### config.mk
export PLATFORM = sky130hd
export DESIGN_NAME = pit_timer
export DESIGN_NICKNAME = d
export VERILOG_FILES = /design/src/rtl/pit_pkg.sv /design/src/rtl/pit_prescale.sv /design/src/rtl/pit_bufport.sv /design/src/rtl/pit_counter.sv /design/src/rtl/pit_timer.sv
export SDC_FILE = /design/constraint.sdc
export NUM_CORES = 1
export LEC_CHECK = 0
export BUFFER_PORTS_ARGS = -buffer_cell sky130_fd_sc_hd__buf_4
export CAP_MARGIN = 20
export CORE_ASPECT_RATIO = 0.75
export CORE_MARGIN = 3
export CORE_UTILIZATION = 50
export DETAILED_ROUTE_END_ITERATION = 10
export HOLD_SLACK_MARGIN = 0.1
export PLACE_DENSITY_LB_ADDON = 0.15
export SETUP_SLACK_MARGIN = 0.2
export SYNTH_ARGS = -nofsm -noshare
export SYNTH_HDL_FRONTEND = slang
export SYNTH_SLANG_ARGS = --single-unit
### constraint.sdc
create_clock -name clk -period 2.4 [get_ports clk]
set_clock_uncertainty 0.05 [all_clocks]
set_input_delay 0.12 -clock clk [delete_from_list [all_inputs] [get_ports clk]]
set_output_delay 0.12 -clock clk [all_outputs]
set_load 0.02 [all_outputs]
### src/rtl/pit_pkg.sv
package pit_pkg;

    localparam int DATA_W = 16;
    localparam int CNT_W  = 12;
    localparam int RATE_W = DATA_W - CNT_W;
    localparam int NBASE  = RATE_W;

    localparam logic [DATA_W-1:0] STATUS_OVF = 16'h0008;

    typedef struct packed {
        logic [RATE_W-1:0] rate;
        logic [CNT_W-1:0]  count;
    } preset_t;

    typedef enum logic [1:0] {
        ICTL_KEEP   = 2'b00,
        ICTL_ARM_EN = 2'b01,
        ICTL_DISARM = 2'b10,
        ICTL_ARM    = 2'b11
    } ictl_e;

    // index of the lowest set rate bit; zero when the field is empty
    function automatic logic [1:0] base_of(input logic [RATE_W-1:0] rate);
        logic [1:0] idx;
        idx = 2'd0;
        for (int i = RATE_W - 1; i >= 0; i--) begin
            if (rate[i]) idx = 2'(i);
        end
        return idx;
    endfunction

endpackage

### src/rtl/pit_prescale.sv
module pit_prescale #(
    parameter int DIV    = 10,
    parameter int STAGES = 3
) (
    input  logic              clk,
    input  logic              rst,
    input  logic              restart,
    input  logic              tick_us,
    output logic [STAGES:0]   step
);
    localparam int DW = (DIV > 1) ? $clog2(DIV) : 1;
    localparam logic [DW-1:0] LAST = DW'(DIV - 1);

    logic [STAGES:0] carry;
    assign carry[0] = tick_us;

    for (genvar g = 0; g < STAGES; g++) begin : g_stage
        logic [DW-1:0] cnt;
        always_ff @(posedge clk) begin
            if (rst || restart)
                cnt <= '0;
            else if (carry[g])
                cnt <= (cnt == LAST) ? '0 : cnt + 1'b1;
        end
        assign carry[g+1] = carry[g] && (cnt == LAST);
    end

    assign step = carry;
endmodule

### src/rtl/pit_bufport.sv
module pit_bufport
    import pit_pkg::*;
(
    input  logic              clk,
    input  logic              rst,
    input  logic              wr_byte,
    input  logic              wr_half,
    input  logic [DATA_W-1:0] wdata,
    input  logic              rd_byte,
    input  logic              rd_half,
    input  logic              sense_stb,
    input  logic              clr_ptrs,
    input  logic              ovf,
    input  logic [CNT_W-1:0]  cur_count,
    output preset_t           buf_q,
    output logic              wptr,
    output logic [DATA_W-1:0] rdata
);
    logic rptr;
    logic [DATA_W-1:0] count_ext;

    assign count_ext = {{RATE_W{1'b0}}, cur_count};

    always_ff @(posedge clk) begin
        if (rst) begin
            buf_q <= '0;
            wptr  <= 1'b0;
        end else begin
            if (wr_half) begin
                buf_q <= preset_t'(wdata);
                wptr  <= 1'b0;
            end else if (wr_byte) begin
                if (wptr) buf_q[7:0]  <= wdata[7:0];
                else      buf_q[15:8] <= wdata[7:0];
                wptr <= ~wptr;
            end
            if (clr_ptrs) wptr <= 1'b0;
        end
    end

    always_ff @(posedge clk) begin
        if (rst) begin
            rptr  <= 1'b0;
            rdata <= '0;
        end else begin
            if (rd_half) begin
                rdata <= count_ext;
                rptr  <= 1'b0;
            end else if (rd_byte) begin
                rdata <= rptr ? {8'h00, count_ext[7:0]} : {8'h00, count_ext[15:8]};
                rptr  <= ~rptr;
            end else if (sense_stb) begin
                rdata <= ovf ? STATUS_OVF : '0;
            end
            if (clr_ptrs) rptr <= 1'b0;
        end
    end
endmodule

### src/rtl/pit_counter.sv
module pit_counter
    import pit_pkg::*;
(
    input  logic              clk,
    input  logic              rst,
    input  logic              start,
    input  logic              ictl_vld,
    input  ictl_e             ictl,
    input  logic              sense_stb,
    input  preset_t           buf_q,
    input  logic              wptr,
    input  logic [NBASE-1:0]  step,
    output logic [CNT_W-1:0]  ccount,
    output logic              running,
    output logic              terminal,
    output logic              sel_step,
    output logic              ovf,
    output logic              int_en,
    output logic              irq
);
    preset_t active;
    logic    arm, req;

    assign sel_step = step[base_of(active.rate)];
    assign terminal = running && !start && sel_step && (ccount <= CNT_W'(1));
    assign irq      = req && int_en;

    always_ff @(posedge clk) begin
        if (rst) begin
            active  <= '0;
            ccount  <= '0;
            running <= 1'b0;
        end else if (start || terminal) begin
            active  <= buf_q;
            ccount  <= buf_q.count;
            running <= (buf_q.rate != '0);
        end else if (running && sel_step) begin
            ccount  <= ccount - 1'b1;
        end
    end

    always_ff @(posedge clk) begin
        if (rst) begin
            arm    <= 1'b0;
            int_en <= 1'b0;
        end else if (ictl_vld) begin
            case (ictl)
                ICTL_ARM_EN: begin arm <= 1'b1; int_en <= 1'b1; end
                ICTL_DISARM: begin arm <= 1'b0; int_en <= 1'b0; end
                ICTL_ARM:    begin arm <= 1'b1; int_en <= 1'b0; end
                default:     ;
            endcase
        end
    end

    always_ff @(posedge clk) begin
        if (rst) begin
            ovf <= 1'b0;
            req <= 1'b0;
        end else begin
            if (sense_stb && ovf) begin
                ovf <= 1'b0;
                req <= 1'b0;
            end
            if (start) ovf <= 1'b0;
            if (terminal) begin
                if (wptr) ovf <= 1'b1;
                if (arm)  req <= 1'b1;
            end
        end
    end
endmodule

### src/rtl/pit_timer.sv
module pit_timer
    import pit_pkg::*;
(
    input  logic              clk,
    input  logic              rst,
    input  logic              tick_us,
    input  logic              wr_byte,
    input  logic              wr_half,
    input  logic [15:0]       wdata,
    input  logic              rd_byte,
    input  logic              rd_half,
    input  logic              sense_stb,
    input  logic              cmd_stb,
    input  logic [7:5]        cmd_data,
    output logic [15:0]       rdata,
    output logic              irq
);
    logic             cmd_start;
    logic             restart;
    logic [NBASE-1:0] step;
    preset_t          buf_q;
    logic             wptr;
    logic [CNT_W-1:0] ccount;
    logic             running, terminal, sel_step, ovf, int_en;
    ictl_e            ictl;

    assign cmd_start = cmd_stb && cmd_data[5];
    assign ictl      = ictl_e'(cmd_data[7:6]);
    assign restart   = cmd_start || terminal;

    pit_prescale #(.DIV(10), .STAGES(NBASE - 1)) u_pre (
        .clk     (clk),
        .rst     (rst),
        .restart (restart),
        .tick_us (tick_us),
        .step    (step)
    );

    pit_bufport u_port (
        .clk       (clk),
        .rst       (rst),
        .wr_byte   (wr_byte),
        .wr_half   (wr_half),
        .wdata     (wdata),
        .rd_byte   (rd_byte),
        .rd_half   (rd_half),
        .sense_stb (sense_stb),
        .clr_ptrs  (cmd_start),
        .ovf       (ovf),
        .cur_count (ccount),
        .buf_q     (buf_q),
        .wptr      (wptr),
        .rdata     (rdata)
    );

    pit_counter u_cnt (
        .clk       (clk),
        .rst       (rst),
        .start     (cmd_start),
        .ictl_vld  (cmd_stb),
        .ictl      (ictl),
        .sense_stb (sense_stb),
        .buf_q     (buf_q),
        .wptr      (wptr),
        .step      (step),
        .ccount    (ccount),
        .running   (running),
        .terminal  (terminal),
        .sel_step  (sel_step),
        .ovf       (ovf),
        .int_en    (int_en),
        .irq       (irq)
    );
endmodule

* Word level (Yosys, flattened, before mapping) *
Index checks and enable logic that the tools add are counted.

storage, ports and cells
  bits of input ports = 28
  bits in registers = 67
  output and inout bits = 17

cells by class
  $lt $le $gt $ge = 2
  add/sub/neg operators = 4
  bitwise operators = 2
  equal/unequal tests = 7
  reduce and logical (&&, ||, !) cells = 30
  multiplexer cells = 29

operator list
  cell                                                              number
  2-to-1 mux 16 bit                                                 4
  2-to-1 mux 12 bit                                                 3
  2-to-1 mux 8 bit                                                  3
  2-to-1 mux 4 bit                                                  4
  adder 4 x 1 -> 4 bit (second input constant)                      3
  equality test 4 bit (second input constant)                       3
  less-or-equal comparator 12 x 1 -> 1 bit (second input constant)  1
  nonzero test 2 bit                                                6
  subtractor 12 x 1 -> 12 bit (second input constant)               1
  logical AND 1 bit                                                 10
  2-to-1 mux 1 bit                                                  8
  2-to-1 mux 2 bit                                                  4
  AND reduction 2 bit                                               4
  OR reduction 2 bit                                                3
  OR reduction 3 bit                                                2
  equality test 2 bit (second input constant)                       2
  one-hot mux 1 bit (2 select lines)                                2
  nonzero test 4 bit                                                1
  less-than comparator 2 x 3 -> 1 bit (second input constant)       1
  nonzero test 3 bit                                                1
  binary-select mux 1 bit (select 2 bit)                            1
  equality test 2 x 1 -> 1 bit (second input constant)              1
  logical OR 1 bit                                                  2
  inequality test 2 bit (second input constant)                     1
  other kinds (2)                                                   3

* Longest topological paths before layout *
  word-level depth = 10
  mapped depth = 7
  depth with buffers taken out = 7

* Modules after synthesis *
Synthesis repeated with hierarchy kept, for this count alone.

unflattened totals
  cell total of the unflattened synthesis = 374
  area, all modules = 3,334.4 sq um

by module, submodules not included
  module        area an instance (sq um)  sequential area each (sq um)  times used  cells an instance
  pit_bufport   1,387.6                   600.6                         1           148
  pit_counter   1,288.7                   420.4                         1           153
  pit_prescale  644.4                     240.2                         1           71
  pit_timer     13.8                      0.0                           1           2

* Worst setup path after synthesis *
No wires, ideal clock.

  path type = flip-flop to flip-flop
  start = register u_cnt.ccount[0]
  end = register u_cnt.ccount[8]
  data required time = 2.228 ns
  period minus slack after synthesis = 2.045 ns
  buffers on the path = 0
  cell stages (with the launch flop) = 8
  library setup time = 0.122 ns
  setup slack = 0.355 ns
  arrival = 1.873 ns
  cell sequence = dfxtp_1 -> inv_1 -> ha_1 -> or3b_2 -> nor3b_1 -> xnor2_1 -> nor4_1 -> a221o_1

between the ends
  longest elaborated chain between the ends = 4
  elaborated cells between the ends (all ways) = 7
  classes of those cells = add/sub (1); order compare (1); mux (2); reduce/logical (3)

RTL lines
  item                                                            RTL line           source
  start: declaration                                              pit_counter.sv:13  output logic [CNT_W-1:0] ccount,
  start signal: assignment                                        pit_counter.sv:35  ccount <= buf_q.count;
  start signal: assignment                                        pit_counter.sv:38  ccount <= ccount - 1'b1;
  less-or-equal comparator 12 x 1 -> 1 bit                        pit_counter.sv:25  assign terminal = running && !start && sel_step && (ccount <= CNT_W'(1));
  logical AND 1 bit                                               pit_counter.sv:25
  logical OR 1 bit                                                pit_counter.sv:33  end else if (start || terminal) begin
  2-to-1 mux 12 bit / nonzero test 2 bit (equally long branches)  n/a

Parallel ways exist; a longest one is shown, timed or not. The select of a mux whose other input is x is not followed.
A chain may end at the register's enable or synchronous reset.

* Worst setup path in the final report *
  start = register u_cnt.ccount[1]
  end = register u_cnt.ccount[8]

Same word-level chain as after synthesis.

==> results.cfg <==
[outcome]
status = finished clean

[die]
die_h_um = 76.3
coreArea_um2 = 6100
rows = 24
initial_core_util_pct = 54.1
dieArea_um2 = 7620
die_x_um = 99.8
ioPinCount = 45

[synthesis]
syn_area_per_cell_um2 = 8.66
synth_ff_type = dfxtp_1
synth_top_area_share_pct = 38.2
synth_cell_types = 59
synth_cells = 381
yosys_warnings = 0
synth_area_um2 = 3300
synth_edf_count = 0
synth.most_common_cell = dfxtp_1
async_flop_share_pct = 0
yosysSeqAreaShare_pct = 38.2
synth_area_leaders = dfxtp_1, a21oi_1, nor2_1
synth_commonest_cells = dfxtp_1, nor2_1, a21oi_1
ys_ff_latch = 63
synth_top_area_cell = dfxtp_1

[sta]
finalSetupViolations = 0
fin_tns_setup_ps = 0
min_period_ps = 2090
tightestPinTransition_ps = 853
rsz0062_at_grt = no
hold_viol_final = 0
final.period_utilization_pct = 87.0
drv_slew = 0
slew_headroom_pct = 42.7
fmax_mhz = 479

[drt]
routed_wl_um = 8230
num_vias = 3038
drc = 0
ant_nets = 0
viasPerCell = 5.65
drt_iter0_drc = 200
dr.pass1.iters = 4
wl_per_cell_um = 15.3

[cts]
cts_tree = done
cts_buffer_depth = 2
clkSinkCount = 63
clkLatencyLatePin_ps = 350
cts-root-buf = clkbuf_8
htree_levels = 3
clkTransAtPathRegs_ps = 70
cts_buffers = 9

[min_path]
hp-class = in2reg

[power_and_ir_drop]
power_frac_clock_pct = 37.7
peakVddDrop_mv = 0.451
p_int_uw = 2000
power_leakage_uw = 0.00170
switching_share_pct = 29.2
switchingPower_uw = 823
power_uw = 2820
seqPwrFrac_pct = 40.9
powerDensity_nw_per_um2 = 665
p_comb_share_pct = 21.4

[global_route]
met3_usage_pct = 5.76
use_met1_pct = 30.9
grt.total_usage_pct = 22.7
globalRoute.busiestLayer = met2
grt_remaining_overflow = 0
grt_pass1_vias = 2890
antenna_found_initial = 0
grt_use_met2_pct = 34.9
grt_max_degree = 50
grt_pass1_wl_um = 14000

[worst_setup_path]
arrival_ps = 2280
critical_path_class = reg2reg
worst-r2r-setup-slack_ps = 310
start_kind = flop
path_max_fanout = 6
cp-end-kind = flop
worstPathRequired_ps = 2590

[layout]
syn_to_final_growth_pct = 28.6
multi_input_area_um2 = 1890
drive_gt1_share_pct = 20.4
fillers = 498
finalNetCount = 485
n_antenna_cell = 0
ff_latch_area_um2 = 1260

[place]
place_congestion = 0.839
portBuffers = 40
hpwlAfterDp_um = 5500

[run]
drv_cap = 0
critical path, stage by stage (launching register included):
cell and delay (ps):
dfxtp_1 350, inv_1 140, ha_4 200, or3b_2 500, nor3b_1 260, xnor2_1 150, nor4_1 60, a221o_1 270
timing repair:
| item | in CTS | in global routing |
|---|---|---|
| setup endpoints to repair | 2 | 20 |
| pin swaps | 0 | 1 |
| setup buffers | 0 | 1 |
| hold endpoints to repair | 27 | 0 |
| gates resized for setup | 2 | 4 |
| gates cloned | 0 | 0 |
| hold buffers | 37 | 0 |
cells in the final DEF (no fill, tap or decap), types with 3 or more instances in the layout:
cell type and instances:
nor4_1 9, o311ai_1 4, dfxtp_1 63, o211ai_1 3, nand2_1 29, mux2_2 7
nand3_1 9, nor2b_1 9, a221o_1 7, xor2_1 9, a22oi_1 9, nor3b_1 4
inv_1 9, clkbuf_8 10, conb_1 4, buf_4 48, a21oi_1 37, dlygate4sd3_1 37
nor2_1 41, nand2b_1 11, nor3_1 16, mux2i_1 12, or4_1 6, o21ai_0 8
xnor2_1 6, nand4_1 4
registers in the layout (all words and copies together) (netlist names):
register / cells
u_cnt.active: 4
u_cnt.arm: 1
u_cnt.ccount: 12
u_cnt.int_en: 1
u_cnt.ovf: 1
u_cnt.req: 1
u_cnt.running: 1
u_port.buf_q: 16
u_port.rdata: 12
u_port.rptr: 1
u_port.wptr: 1
u_pre.g_stage.cnt: 12
cells by family (layout without fill, tap and decap cells):
kind of cell | count (synthesis) | in the layout | synth area share, %
compound gates | 89 | 89 | 19.1
xor+xnor | 15 | 15 | 3.98
fa+ha+maj | 2 | 2 | 0.759
buf+inv | 34 | 110 | 5.65
flops | 63 | 63 | 38.2
mux | 19 | 19 | 6.03
other cells | 1 | 4 | 0.114
simple gates | 158 | 158 | 26.1
routing by layer:
layer  up-vias  wire (um)
li1       1508          -
met1      1440       3960
met2        75       3710
met3        15        408
met4         0        159
met5         -          0
through the flow:
| step | hold slack [ps] | setup WS, ps | util, % | instance area (um2) | instances |
|---|---|---|---|---|---|
| 2_1_floorplan | 164 | 355 | - | 3310 | 384 |
| 3_3_place_gp | 265 | 253 | 59.2 | 3610 | 484 |
| 3_5_place_dp | 273 | 184 | 59.2 | 3610 | 484 |
| 4_1_cts | 113 | 254 | 69.2 | 4220 | 537 |
| 5_1_grt | 148 | 214 | 69.6 | 4240 | 538 |
| 6_report | 131 | 312 | 69.6 | 4240 | 538 |
final timing paths:
check | start | to | depth (start not counted)
min | cmd_stb | u_cnt.ccount[0] | 3
min reg2reg | u_cnt.req | u_cnt.req | 2
max reg2reg | u_cnt.ccount[1] | u_cnt.ccount[8] | 7
max | u_cnt.ccount[1] | u_cnt.ccount[8] | 7
power by group through the flow:
stage | clock (uW) | sequential (uW) | combinational (uW)
3_5_place_dp | 0 | 1180 | 528
6_report | 1060 | 1150 | 603
5_1_grt | 1120 | 1160 | 656
4_1_cts | 1080 | 1150 | 588
2_1_floorplan | 0 | 1160 | 398
3_3_place_gp | 0 | 1170 | 526
cell type report:
class	instances	area share, %
multi-input cells	287	44.5
flip-flops and latches	63	29.7
repair buffers	85	17.2
clock buffers	10	3.24
well taps	78	2.30
clock inverters	6	2.18
inverters	9	0.796
No activity file was read; power rests on OpenSTA's default activity.
